**src/rtl/ep0_csr_pkg.sv**
```systemverilog
package ep0_csr_pkg;
    localparam int CSR_DW        = 8;
    localparam int BIT_OUT_READY = 0;
    localparam int BIT_IN_READY  = 1;
    localparam int BIT_EP0_FLAG  = 0;

    typedef enum logic {OUT_EMPTY = 1'b0, OUT_PENDING = 1'b1} out_state_e;
    typedef enum logic {IN_IDLE = 1'b0, IN_ARMED = 1'b1} in_state_e;
endpackage

```
**src/rtl/ep0_out_fsm.sv**
```systemverilog
module ep0_out_fsm
    import ep0_csr_pkg::*;
(
    input  logic clk,
    input  logic rst_n,
    input  logic bus_reset,
    input  logic rx_evt,
    input  logic cpu_clr,
    output logic pending,
    output logic set_pulse
);
    out_state_e state_q, state_d;

    always_ff @(posedge clk or negedge rst_n) begin
        if (!rst_n) state_q <= OUT_EMPTY;
        else        state_q <= state_d;
    end

    always_comb begin
        state_d = state_q;
        if (bus_reset) begin
            state_d = OUT_EMPTY;
        end else begin
            unique case (state_q)
                OUT_EMPTY:   if (rx_evt) state_d = OUT_PENDING;
                OUT_PENDING: if (!rx_evt && cpu_clr) state_d = OUT_EMPTY;
                default:     state_d = OUT_EMPTY;
            endcase
        end
    end

    always_comb begin
        pending   = 1'b0;
        set_pulse = rx_evt && !bus_reset;
        unique case (state_q)
            OUT_EMPTY:   pending = 1'b0;
            OUT_PENDING: pending = 1'b1;
            default:     pending = 1'b0;
        endcase
    end
endmodule

```
**src/rtl/ep0_in_fsm.sv**
```systemverilog
module ep0_in_fsm
    import ep0_csr_pkg::*;
(
    input  logic clk,
    input  logic rst_n,
    input  logic bus_reset,
    input  logic cpu_arm,
    input  logic sent_evt,
    input  logic ctrl_out_evt,
    input  logic flush_evt,
    output logic armed,
    output logic done_pulse
);
    in_state_e state_q, state_d;
    logic      retire;

    assign retire = sent_evt || ctrl_out_evt || flush_evt;

    always_ff @(posedge clk or negedge rst_n) begin
        if (!rst_n) state_q <= IN_IDLE;
        else        state_q <= state_d;
    end

    always_comb begin
        state_d = state_q;
        if (bus_reset) begin
            state_d = IN_IDLE;
        end else begin
            unique case (state_q)
                IN_IDLE:  if (cpu_arm) state_d = IN_ARMED;
                IN_ARMED: if (retire)  state_d = IN_IDLE;
                default:  state_d = IN_IDLE;
            endcase
        end
    end

    always_comb begin
        armed      = 1'b0;
        done_pulse = 1'b0;
        unique case (state_q)
            IN_IDLE: begin
                armed      = 1'b0;
                done_pulse = 1'b0;
            end
            IN_ARMED: begin
                armed      = 1'b1;
                done_pulse = !bus_reset && (sent_evt || ctrl_out_evt);
            end
            default: begin
                armed      = 1'b0;
                done_pulse = 1'b0;
            end
        endcase
    end
endmodule

```
**src/rtl/ep0_irq_flag.sv**
```systemverilog
module ep0_irq_flag (
    input  logic clk,
    input  logic rst_n,
    input  logic bus_reset,
    input  logic set_a,
    input  logic set_b,
    input  logic enable,
    input  logic cpu_clr,
    output logic flag,
    output logic req
);
    logic flag_q, flag_d, set_any;

    assign set_any = (set_a || set_b) && enable;

    always_comb begin
        flag_d = flag_q;
        if (bus_reset)    flag_d = 1'b0;
        else if (set_any) flag_d = 1'b1;
        else if (cpu_clr) flag_d = 1'b0;
    end

    always_ff @(posedge clk or negedge rst_n) begin
        if (!rst_n) flag_q <= 1'b0;
        else        flag_q <= flag_d;
    end

    assign flag = flag_q;
    assign req  = flag_q && enable;
endmodule

```
**src/rtl/ep0_handshake_csr.sv**
```systemverilog
module ep0_handshake_csr
    import ep0_csr_pkg::*;
(
    input  logic              clk,
    input  logic              rst_n,
    input  logic              bus_reset,
    input  logic              ev_out_rx,
    input  logic              ev_in_sent,
    input  logic              ev_ctrl_out,
    input  logic              ev_flush,
    input  logic              irq_en,
    input  logic              csr_wr,
    input  logic              csr_addr,
    input  logic [CSR_DW-1:0] csr_wdata,
    output logic [CSR_DW-1:0] csr_rdata,
    output logic              out_ready,
    output logic              in_ready,
    output logic              irq_flag,
    output logic              irq,
    output logic              data_hold
);
    logic wr_ep, wr_irq;
    logic out_clr, in_arm, flag_clr;
    logic out_set_pulse, in_done_pulse;
    logic unused_wdata_bits;

    assign wr_ep    = csr_wr && !csr_addr;
    assign wr_irq   = csr_wr &&  csr_addr;
    assign out_clr  = wr_ep  && csr_wdata[BIT_OUT_READY];
    assign in_arm   = wr_ep  && csr_wdata[BIT_IN_READY];
    assign flag_clr = wr_irq && csr_wdata[BIT_EP0_FLAG];
    assign unused_wdata_bits = ^csr_wdata;

    ep0_out_fsm u_out (
        .clk       (clk),
        .rst_n     (rst_n),
        .bus_reset (bus_reset),
        .rx_evt    (ev_out_rx),
        .cpu_clr   (out_clr),
        .pending   (out_ready),
        .set_pulse (out_set_pulse)
    );

    ep0_in_fsm u_in (
        .clk          (clk),
        .rst_n        (rst_n),
        .bus_reset    (bus_reset),
        .cpu_arm      (in_arm),
        .sent_evt     (ev_in_sent),
        .ctrl_out_evt (ev_ctrl_out),
        .flush_evt    (ev_flush),
        .armed        (in_ready),
        .done_pulse   (in_done_pulse)
    );

    ep0_irq_flag u_flag (
        .clk       (clk),
        .rst_n     (rst_n),
        .bus_reset (bus_reset),
        .set_a     (out_set_pulse),
        .set_b     (in_done_pulse),
        .enable    (irq_en),
        .cpu_clr   (flag_clr),
        .flag      (irq_flag),
        .req       (irq)
    );

    assign data_hold = out_ready;

    always_comb begin
        csr_rdata = '0;
        if (!csr_addr) csr_rdata[BIT_OUT_READY] = out_ready;
        else           csr_rdata[BIT_EP0_FLAG]  = irq_flag;
    end
endmodule

```
**config.mk**
```make
export PLATFORM = sky130hd
export DESIGN_NAME = ep0_handshake_csr
export DESIGN_NICKNAME = d
export VERILOG_FILES = /design/src/rtl/ep0_csr_pkg.sv /design/src/rtl/ep0_out_fsm.sv /design/src/rtl/ep0_in_fsm.sv /design/src/rtl/ep0_irq_flag.sv /design/src/rtl/ep0_handshake_csr.sv
export SDC_FILE = /design/constraint.sdc
export NUM_CORES = 1
export LEC_CHECK = 0
export BUFFER_PORTS_ARGS = -buffer_cell sky130_fd_sc_hd__buf_2
export CAP_MARGIN = 20
export CORE_AREA = 4 4 41 43
export DETAILED_ROUTE_END_ITERATION = 8
export DIE_AREA = 0 0 45 47
export PLACE_DENSITY = 0.58
export SYNTH_ARGS = -nofsm -noshare
export SYNTH_HDL_FRONTEND = slang
export SYNTH_SLANG_ARGS = --single-unit
export TNS_END_PERCENT = 20
```
**constraint.sdc**
```tcl
create_clock -name clk -period 0.8 [get_ports clk]
set_input_delay 0.24 -clock clk [delete_from_list [all_inputs] [get_ports clk]]
set_output_delay 0.24 -clock clk [all_outputs]
set_load 0.005 [all_outputs]
```
-- Yosys cells after proc, flatten, opt, wreduce, memory -nomap -nowiden
Cells that the tools add are included.
- logic and storage cells: 37
- output and inout bits: 13
- register bits after elaboration: 3
- input bits: 18
- bitwise gates (word level): 2
- muxes and demuxes: 15
- reductions and logical operators: 17
- operator list (kind ; count):
    1-bit logical AND ; 10
    1-bit two-way mux ; 10
    1-bit one-hot mux with 2 select lines ; 5
    1-bit zero test ; 3
    1-bit logical OR ; 3
    3-bit nonzero test ; 1
    1-bit inverter ; 2

-- Logic depth before layout (Yosys ltp)
Gate-level depths: netlist of run 1.
- word-level depth: 7
- gate-level depth with buffers: 3
- gate-level depth less buffers: 3

-- Hierarchy
From an unflattened synthesis of run 1, not the netlist that was laid out.
- cell total of the unflattened synthesis: 29
- area, all modules: 259.0 µm²
- by module, submodules not included (module ; area an instance (µm²) ; seq. area each (µm²) ; instances ; cells each):
    ep0_handshake_csr ; 106.4 ; 0.0 ; 1 ; 13
    ep0_in_fsm ; 57.6 ; 25.0 ; 1 ; 6
    ep0_irq_flag ; 47.5 ; 25.0 ; 1 ; 5
    ep0_out_fsm ; 47.5 ; 25.0 ; 1 ; 5

-- Least setup slack after synthesis of run 1
No wires, ideal clock.
- kind: reg-to-output
- from: register u_out.state_q
- to: output port csr_rdata[0]
- required time: 560 ps
- path slack: -99 ps
- path buffers: 0
- data arrival time: 659 ps
- cell stages (with the launch flop): 2
- path through: dfrtp_1 -> mux2_2
- word-level cells in the longest chain between the ends: 3
- ends and longest elaborated chain (what ; line ; source):
    start: declaration ; ep0_out_fsm.sv:12 ; out_state_e state_q, state_d;
    start signal: assignment ; ep0_out_fsm.sv:16 ; else state_q <= state_d;
    1-bit inverter ; ep0_out_fsm.sv:35 ; unique case (state_q)
    1-bit one-hot mux with 2 select lines (*) ; ep0_out_fsm.sv:35 ;
    1-bit two-way mux (*) ; ep0_handshake_csr.sv:72 ; if (!csr_addr) csr_rdata[BIT_OUT_READY] = out_ready;
    end: declaration ; ep0_handshake_csr.sv:15 ; output logic [CSR_DW-1:0] csr_rdata,
Mark *: on every way between the ends. The rest lies on a longest branch, timed or not.

-- Final worst setup path of run 1
- from: register u_flag.flag_q, in the netlist u_flag.flag
- to: output port csr_rdata[0]
- word-level cells in the longest chain between the ends: 1
- ends and longest elaborated chain (what ; line ; source):
    start: declaration ; ep0_irq_flag.sv:12 ; logic flag_q, flag_d, set_any;
    start signal: assignment ; ep0_irq_flag.sv:25 ; else flag_q <= flag_d;
    1-bit two-way mux ; ep0_handshake_csr.sv:72 ;
Every way passes these cells.

==> impl_metrics.tcl, run 1 <==
set metrics [dict create \
    status "finished, violations left" \
    violations "setup timing" \
    postLayoutCoreUtil_pct 28.0 \
    r2r_cells 3 \
    rsz0062_at_grt "true" \
    drc 0 \
    synth_edf_count 0 \
    numPortBuffers 17 \
    synth.most_common_cell "buf_4" \
    instances_no_fill 64 \
    clockBufferDepth 2 \
    fp.coreArea_um2 1300 \
    fin_crit_ns 1.24 \
    leakage_nw 0.201 \
    clock_sinks 3 \
    nets 68 \
    path_clk_slew_ns 0.04 \
    start_util_pct 17.3 \
    dr_total_vias 232 \
    cts_setup_buffers 0 \
    placedCellCount 59 \
    final_antenna_net_count 0 \
    synth_flop_cell "dfrtp_1" \
    ioPinCount 31 \
    insertion_delay_ns 0.23 \
    finalHoldViolCount 0 \
    synthTopCellsByCount "buf_4 (8), a21oi_1 (3), dfrtp_1 (3), nor2_1 (2)" \
    yosys.area.top_type "dfrtp_1" \
    syn_inst 26 \
    r2r_slack_ns -0.07 \
    dpl.hpwl_um 493 \
    synth_top_area_share_pct 33.3 \
    finalSetupViolCount 8 \
    num_rows 13 \
    critPathRequiredTime_ns 0.56 \
    synth.area.top_cells "dfrtp_1 (33%), buf_4 (27%), a21oi_1 (6.7%)" \
    drive_above_1_share_pct 53.1 \
    ys_types 14 \
    antenna_found_initial 0 \
    vias_per_cell 3.63 \
    root_buffer "clkbuf_4" \
    hold_path_depth 2 \
    power_density_nw_per_um2 1510 \
    setup_slack_ns -0.439 \
    gp_congestion 0.729 \
    maxSlewViolCount 0 \
    grt_first_pass_wirelength_um 821 \
    syn_to_final_growth_pct 61.7 \
    ys_async_sr_fraction_pct 100 \
    synth.avg_cell_area_um2 8.66 \
    path_max_fanout 4 \
    wl_per_cell_um 8.98 \
    first_pass_iters 2 \
    reg2reg_to "u_in.state_q" \
    dieArea_um2 2120 \
    die_x_um 45 \
    ys_warn_count 0 \
    post-place-ws_ns -0.211 \
    fin_skew_ns 0.00170 \
    htree_levels 1 \
    ir_drop_uv 451 \
    synth-seq-cells 3 \
    slowest_delay_ns 0.39 \
    cap_violations 0 \
    whs_ns 0.197 \
    syn_area_um2 225 \
    yosysSeqAreaShare_pct 33.3 \
    n_antenna_cell 0 \
    start_kind "flip-flop" \
    postRouteWirelength_um 575 \
    hold_path.class "input pin to flip-flop" \
    grt_pass1_vias 226 \
    grt_max_degree 5 \
    period_share_pct 155 \
    cts_tree "built" \
    drt_iter0_markers 1 \
    rr_startpoint "u_in.state_q" \
    slowest_stage "dfrtp_1" \
    endpoint "csr_rdata[0]" \
    path_class "flip-flop to primary output" \
    critPathArrivalTime_ns 1.00 \
    critical_path.startpoint "u_flag.flag" \
    max_freq_mhz 807 \
    grt_usage_pct 6.01 \
    grt-ovfl-total 0 \
    die_h_um 47 \
    numCtsBuffers 3 \
    cp-end-kind "primary output" \
    crit_chain "mux2_4 -> buf_6" \
]
[cell families (layout without fill, tap and decap cells)]
family	Yosys count	after routing	synth area share, %
other cells	1	7	1.67
buf+inv	8	25	26.7
flops	3	3	33.3
mux	1	1	5.00
simple gates	8	8	21.1
compound gates	5	5	12.2
[power breakdown]
group          switching (W)  internal, W  total, W  leakage, nW
clock              0.0000799     0.000187  0.000267       0.0150
sequential        0.00000592     0.000161  0.000167       0.0394
combinational      0.0000485    0.0000685  0.000117        0.147
total               0.000134     0.000416  0.000551        0.201
[worst max-delay path, delay by kind of cell (launching register included)]
kind                   cells  cell delay (ns)
multiplexers               1             0.27
buffers and inverters      1             0.11
flip-flops                 1             0.39
[how the worst min path moves through the flow]
stage | start | to
floorplan | rst_n | u_flag.flag
global placement | rst_n | u_out.state_q
detailed placement | rst_n | u_out.state_q
CTS | bus_reset | u_flag.flag
global route | bus_reset | u_flag.flag
finish | bus_reset | u_flag.flag
[metrics by stage]
stage          instance area [µm²]  TNS (ns)  total power (W)
3_3_place_gp                   314    -0.783         0.000270
5_1_grt                        364     -2.27         0.000600
6_report                       364     -1.85         0.000551
3_5_place_dp                   314    -0.786         0.000271
2_1_floorplan                  248    -0.160         0.000232
4_1_cts                        360     -1.94         0.000562
[state kept, by name, summed over array words and instances (netlist names)]
signal / flops
u_in.state_q: 1
u_flag.flag: 1
u_out.state_q: 1
[repair_timing]
action                                 4_1_cts  5_1_grt
hold buffers                                 1        0
gates resized for setup                      3        1
cloned                                       0        0
setup endpoints to repair                    8        9
pin swaps                                    0        0
endpoints found under the hold margin        3        0
[cell usage in the layout, fill, tap and decap left out, drive strengths merged]
cell	n
a21oi	3
and2	1
and4bb	1
buf	20
clkbuf	4
conb	7
dfrtp	3
dlygate4sd3	1
mux2	1
nand2	1
nand3	1
nand3b	1
nor2	2
nor3	1
o21a	1
o21ai	1
[routing by layer]
| layer | vias up | share of wire (%) | global-route usage, % |
|---|---|---|---|
| met5 | - | 0 | 0 |
| met4 | 0 | 0 | 5.26 |
| met3 | 0 | 14 | 3.45 |
| met2 | 14 | 49 | 9.04 |
| met1 | 99 | 37 | 5.94 |
| li1 | 119 | - | - |
[layout make-up]
type	instances	area, µm²
multi-input cells	21	120
well taps	15	18.8
fillers	156	937
repair buffers	21	124
clock buffers	4	26.3
flip-flops and latches	3	75.1
(Power assumes the default switching activity.)
==> run 2, diff against run 1 <==
--- a/config.mk
+++ b/config.mk
@@ -5,12 +5,13 @@
 export SDC_FILE = /design/constraint.sdc
 export NUM_CORES = 1
 export LEC_CHECK = 0
+export ABC_AREA = 1
 export BUFFER_PORTS_ARGS = -buffer_cell sky130_fd_sc_hd__buf_2
 export CAP_MARGIN = 20
 export CORE_AREA = 4 4 41 43
 export DETAILED_ROUTE_END_ITERATION = 8
 export DIE_AREA = 0 0 45 47
-export PLACE_DENSITY = 0.58
+export PLACE_DENSITY = 0.61
 export SYNTH_ARGS = -nofsm -noshare
 export SYNTH_HDL_FRONTEND = slang
 export SYNTH_SLANG_ARGS = --single-unit
==> run 2 against run 1 <==
Compared with the run above: worst hold slack got worse by 0.016 ns; combinational power rose by 12%; register-to-register slack better by 0.08 ns; synthesized area is 14% higher; clock skew rose by 0.0012 ns; routed wire length is 8.2% higher; utilization rose by 1.1 points; clock power about the same; the run still ends with setup timing left; maximum frequency rose by 11%; sequential cell count unchanged.
==> impl_metrics.tcl, run 2 <==
set metrics [dict create \
    numPortBuffers 17 \
    postLayoutCoreUtil_pct 29.0 \
    grt_usage_pct 7.77 \
    tns_ns -1.64 \
    rr_startpoint "u_in.state_q" \
    synth_edf_count 0 \
    period_share_pct 140 \
    ioPinCount 31 \
    slowest_delay_ns 0.39 \
    path_max_fanout 3 \
    dr_total_vias 280 \
    mostFrequentLayoutCells "buf_2 (17), nand2_1 (8), conb_1 (7), inv_1 (5), nand3_1 (4)" \
    fin_skew_ns 0.00294 \
    power_w 0.000574 \
    synth.area.top_cells "dfrtp_1 (29%), buf_4 (23%), nand2_1 (12%)" \
    power_density_nw_per_um2 1520 \
    pwr-share-clk_pct 47.1 \
    drt_iter0_markers 8 \
    die_x_um 45 \
    critical_path.startpoint "u_out.state_q" \
    num_rows 13 \
    path_clk_slew_ns 0.04 \
    finalSetupViolCount 6 \
    hold_path.class "input pin to flip-flop" \
    power_frac_seq_pct 30.1 \
    postRouteWirelength_um 622 \
    synth_flop_cell "dfrtp_1" \
    max_freq_mhz 893 \
    crit_chain "buf_4 -> buf_2" \
    cp-end-kind "primary output" \
    ys_types 12 \
    syn_inst 38 \
    grt_first_pass_wirelength_um 1040 \
    ys_warn_count 0 \
    nets 79 \
    cts_tree "built" \
    insertion_delay_ns 0.24 \
    numCtsBuffers 3 \
    die_h_um 47 \
    clock_sinks 3 \
    combPwrFrac_pct 22.8 \
    gp_congestion 0.745 \
    synth.avg_cell_area_um2 6.75 \
    drc 0 \
    root_buffer "clkbuf_4" \
    post-place-ws_ns -0.0806 \
    maxSlewViolCount 0 \
    swShare_pct 27.5 \
    ys_async_sr_fraction_pct 100 \
    syn_to_final_growth_pct 47.3 \
    synth_top_area_share_pct 29.3 \
    path_class "flip-flop to primary output" \
    cap_violations 0 \
    ir_drop_uv 395 \
    syn_area_um2 256 \
    rsz0062_at_grt "true" \
    htree_levels 1 \
    antenna_found_initial 0 \
    synth-seq-cells 3 \
    grt-ovfl-total 0 \
    hp-start "bus_reset" \
    fp.coreArea_um2 1300 \
    grt_pass1_vias 255 \
    start_kind "flip-flop" \
    whs_ns 0.180 \
    critPathArrivalTime_ns 0.88 \
    leakage_nw 0.238 \
    vias_per_cell 3.73 \
    p_int_w 0.000417 \
    dieArea_um2 2120 \
    synthTopCellsByCount "buf_4 (8), nand2_1 (8), inv_1 (6), nand3_1 (4), dfrtp_1 (3)" \
    finalHoldViolCount 0 \
    fin_crit_ns 1.12 \
    yosysSeqAreaShare_pct 29.3 \
    status "finished, violations left" \
    final_antenna_net_count 0 \
    p_switching_w 0.000158 \
    n_antenna_cell 0 \
    clockBufferDepth 2 \
    critPathRequiredTime_ns 0.56 \
    violations "setup timing" \
    setup_slack_ns -0.320 \
    wl_per_cell_um 8.29 \
    grt_max_degree 5 \
    yosys.area.top_type "dfrtp_1" \
    slowest_stage "dfrtp_1" \
    start_util_pct 19.7 \
    drive_above_1_share_pct 46.7 \
    final_common_cell "buf_2" \
    first_pass_iters 4 \
]
==> run 2: cell types whose count changed in the layout (fill, tap and decap cells not counted), sizes merged <==
cell | before | now
a21oi | 3 | 1
and2 | 1 | 0
and4bb | 1 | 0
buf | 20 | 19
inv | 0 | 7
mux2 | 1 | 0
nand2 | 1 | 9
nand3 | 1 | 4
nand3b | 1 | 0
nor3 | 1 | 0
o21a | 1 | 0
o21ai | 1 | 3
==> run 2: what timing repair did <==
action / 4_1_cts / 5_1_grt
setup endpoints to repair: 6 / 8
resized for setup: 1 / 1
gates cloned: 0 / 0
setup buffers: 0 / 1
endpoints found under the hold margin: 3 / 0
pin swaps: 1 / 2
hold buffers: 1 / 0
==> run 2: cell families after synthesis <==
logic type             count (synthesis)  synth area share, %
and+or+nand+nor                       15                 24.9
buffers and inverters                 15                 33.7
AOI/OAI and AO/OA                      4                 10.7
DFF                                    3                 29.3
other                                  1                 1.46
==> run 2: area by class of cell <==
cell class	instances	area, µm²
clock buffer	4	26.3
fill	160	923
inverter	7	26.3
multi-input combinational	26	121
sequential	3	75.1
tap	15	18.8
timing repair buffer	20	110
==> run 2: metrics by stage <==
step / area, µm² / instances
final: 378 / 75
after global routing: 378 / 75
after CTS: 367 / 74
after detailed placement: 330 / 69
after global placement: 330 / 69
after floorplan: 279 / 44
==> run 2: per-layer routing <==
| layer | GRT usage, % | part of all wire [%] |
|---|---|---|
| met1 | 8.72 | 37 |
| met2 | 9.32 | 45 |
| met3 | 4.60 | 14 |
| met4 | 8.77 | 3.9 |
| met5 | 0 | 0 |
==> run 2: worst paths after layout <==
| kind | cells past startpoint | end | slack (ns) |
|---|---|---|---|
| max | 2 | data_hold | -0.32 |
| min | 2 | u_out.state_q | 0.18 |
| max reg2reg | 4 | u_flag.flag | 0.01 |
| min reg2reg | 2 | u_out.state_q | 0.56 |
| max in group asynchronous | 2 | u_flag.flag | 0.36 |
| min in group asynchronous | 2 | u_out.state_q | 0.33 |
==> run 2: power groups by stage <==
stage,combinational [W],clock (W),sequential [W]
5_1_grt,0.000152,0.000312,0.000174
3_3_place_gp,0.000118,0,0.000174
2_1_floorplan,0.0000797,0,0.000175
4_1_cts,0.000124,0.000279,0.000174
3_5_place_dp,0.000120,0,0.000175
6_report,0.000131,0.000270,0.000173
==> run 2: worst max-delay path: cells and delay by family (launching register included) <==
family / cells / cell delay, ns
flops: 1 / 0.39
buf+inv: 2 / 0.26
==> run 3, diff against run 2 <==
--- a/config.mk
+++ b/config.mk
@@ -11,7 +11,7 @@
 export CORE_AREA = 4 4 41 43
 export DETAILED_ROUTE_END_ITERATION = 8
 export DIE_AREA = 0 0 45 47
-export PLACE_DENSITY = 0.61
+export PLACE_DENSITY = 0.59
 export SYNTH_ARGS = -nofsm -noshare
 export SYNTH_HDL_FRONTEND = slang
 export SYNTH_SLANG_ARGS = --single-unit
==> constraint.sdc (replaced) <==
create_clock -name clk -period 1.4 [get_ports clk]
set_input_delay 0.42 -clock clk [delete_from_list [all_inputs] [get_ports clk]]
set_output_delay 0.42 -clock clk [all_outputs]
set_load 0.005 [all_outputs]
==> run 3 against run 2 <==
Compared with the run above: the flow now finishes without violations; utilization shrank 1.4 points; critical path depth is 1 higher; non-clock buffer count down 2; sequential power shrank 43%; clock skew hardly changed; power decreased by 45%; clock power decreased by 43%; critical path type unchanged; critical endpoint is now csr_rdata[0]; largest power group unchanged; highest routed layer unchanged.
==> impl_metrics.tcl, run 3 (synthesis results as in run 2) <==
set metrics [dict create \
    status "completed" \
    rr_startpoint "u_in.state_q" \
    drc 0 \
    cp.buffers_inverters 2 \
    postLayoutCoreUtil_pct 27.6 \
    reg2reg_to "u_flag.flag" \
    cp-end-kind "primary output" \
    critical_path.startpoint "u_flag.flag" \
    fin_crit_ns 1.31 \
    numCtsBuffers 3 \
    cts_tree "built" \
    numPortBuffers 17 \
    final_antenna_net_count 0 \
    drive_above_1_share_pct 43.1 \
    die_x_um 45 \
    critPathTopFamily "flip-flops" \
    cts_setup_buffers 0 \
    rsz0062_at_grt "false" \
    fp.coreArea_um2 1300 \
    num_rows 13 \
    insertion_delay_ns 0.23 \
    grt_usage_pct 7.45 \
    critPathArrivalTime_ns 0.89 \
    path_clk_slew_ns 0.04 \
    drt_iter0_markers 1 \
    max_freq_mhz 765 \
    grt-ovfl-total 0 \
    postRouteWirelength_um 584 \
    dieArea_um2 2120 \
    clock_sinks 3 \
    tns_ns 0 \
    final_common_cell "buf_2" \
    first_pass_iters 2 \
    mostFrequentLayoutCells "buf_2 (17), nand2_1 (8), conb_1 (7), inv_1 (5), nand3_1 (4)" \
    die_h_um 47 \
    finalHoldViolCount 0 \
    critPathRequiredTime_ns 0.98 \
    maxSlewViolCount 0 \
    leakage_nw 0.227 \
    vias_per_cell 3.56 \
    fin_skew_ns 0.00331 \
    r2r_cells 4 \
    regArea_um2 75.1 \
    grt_pass1_vias 234 \
    htree_levels 1 \
    ir_drop_uv 321 \
    nets 77 \
    start_util_pct 19.7 \
    start_kind "flip-flop" \
    r2r_slack_ns 0.62 \
    wl_per_cell_um 8.00 \
    multi_input_area_um2 118 \
    dpl.hpwl_um 517 \
    gp_congestion 0.746 \
    antenna_found_initial 0 \
    finalSetupViolCount 0 \
    cp.depth 3 \
    dr_total_vias 260 \
    hold_path.class "input pin to flip-flop" \
    syn_to_final_growth_pct 40.0 \
    grt_max_degree 5 \
    slowest_delay_ns 0.37 \
    crit_chain "inv_2 -> o21ai_1 -> buf_2" \
    power_density_nw_per_um2 885 \
    clockBufferDepth 2 \
    hp-start "bus_reset" \
    cap_violations 0 \
    path_class "flip-flop to primary output" \
    root_buffer "clkbuf_4" \
    path_max_fanout 3 \
    grt_first_pass_wirelength_um 966 \
    nFillCells 161 \
    slowest_stage "dfrtp_1" \
    worstHoldEndpoint "u_in.state_q" \
    period_share_pct 93.4 \
    hold_path_depth 2 \
    ioPinCount 31 \
    n_antenna_cell 0 \
]
## run 3: repair_timing
| action | in CTS | in global routing |
|---|---|---|
| resized for setup | 0 | 2 |
| hold buffers | 1 | 0 |
| setup endpoints to repair | 0 | 1 |
| endpoints found under the hold margin | 3 | 0 |
## run 3: how the worst max path moves through the flow
stage                              end  slack, ns
after global placement    csr_rdata[0]       0.16
after CTS                 csr_rdata[0]       0.05
after global routing      csr_rdata[0]     0.0007
after detailed placement  csr_rdata[0]       0.15
after floorplan           csr_rdata[0]       0.35
final                     csr_rdata[0]       0.09
## run 3: layout make-up
| cell class | instances | area share [%] |
|---|---|---|
| clock buffer | 4 | 7.32 |
| inverter | 7 | 7.32 |
| multi-input combinational | 26 | 32.8 |
| sequential | 3 | 20.9 |
| tap | 15 | 5.23 |
| timing repair buffer | 18 | 26.5 |
## run 3: metrics by stage
step / instances / hold WS, ns / cell area [µm²] / power, W / setup slack (ns)
after floorplan: 44 / 0.124 / 279 / 0.000145 / 0.349
after global placement: 68 / 0.218 / 323 / 0.000163 / 0.161
after detailed placement: 68 / 0.221 / 323 / 0.000164 / 0.152
after CTS: 73 / 0.368 / 359 / 0.000323 / 0.0512
after global routing: 73 / 0.369 / 359 / 0.000356 / 0.000678
final: 73 / 0.366 / 359 / 0.000318 / 0.0926
## run 3: where the power goes
part           internal, W  switching [W]  leakage, nW
sequential       0.0000934     0.00000585       0.0391
clock             0.000107      0.0000457       0.0150
combinational    0.0000317      0.0000341        0.173
total             0.000232      0.0000857        0.227
## run 3: per-layer routing
metal	part of all wire, %	track usage (%)	vias to the layer above
met5	0	0	-
li1	-	-	140
met4	3.9	8.77	0
met2	44	9.32	14
met1	39	7.80	102
met3	13	4.60	4
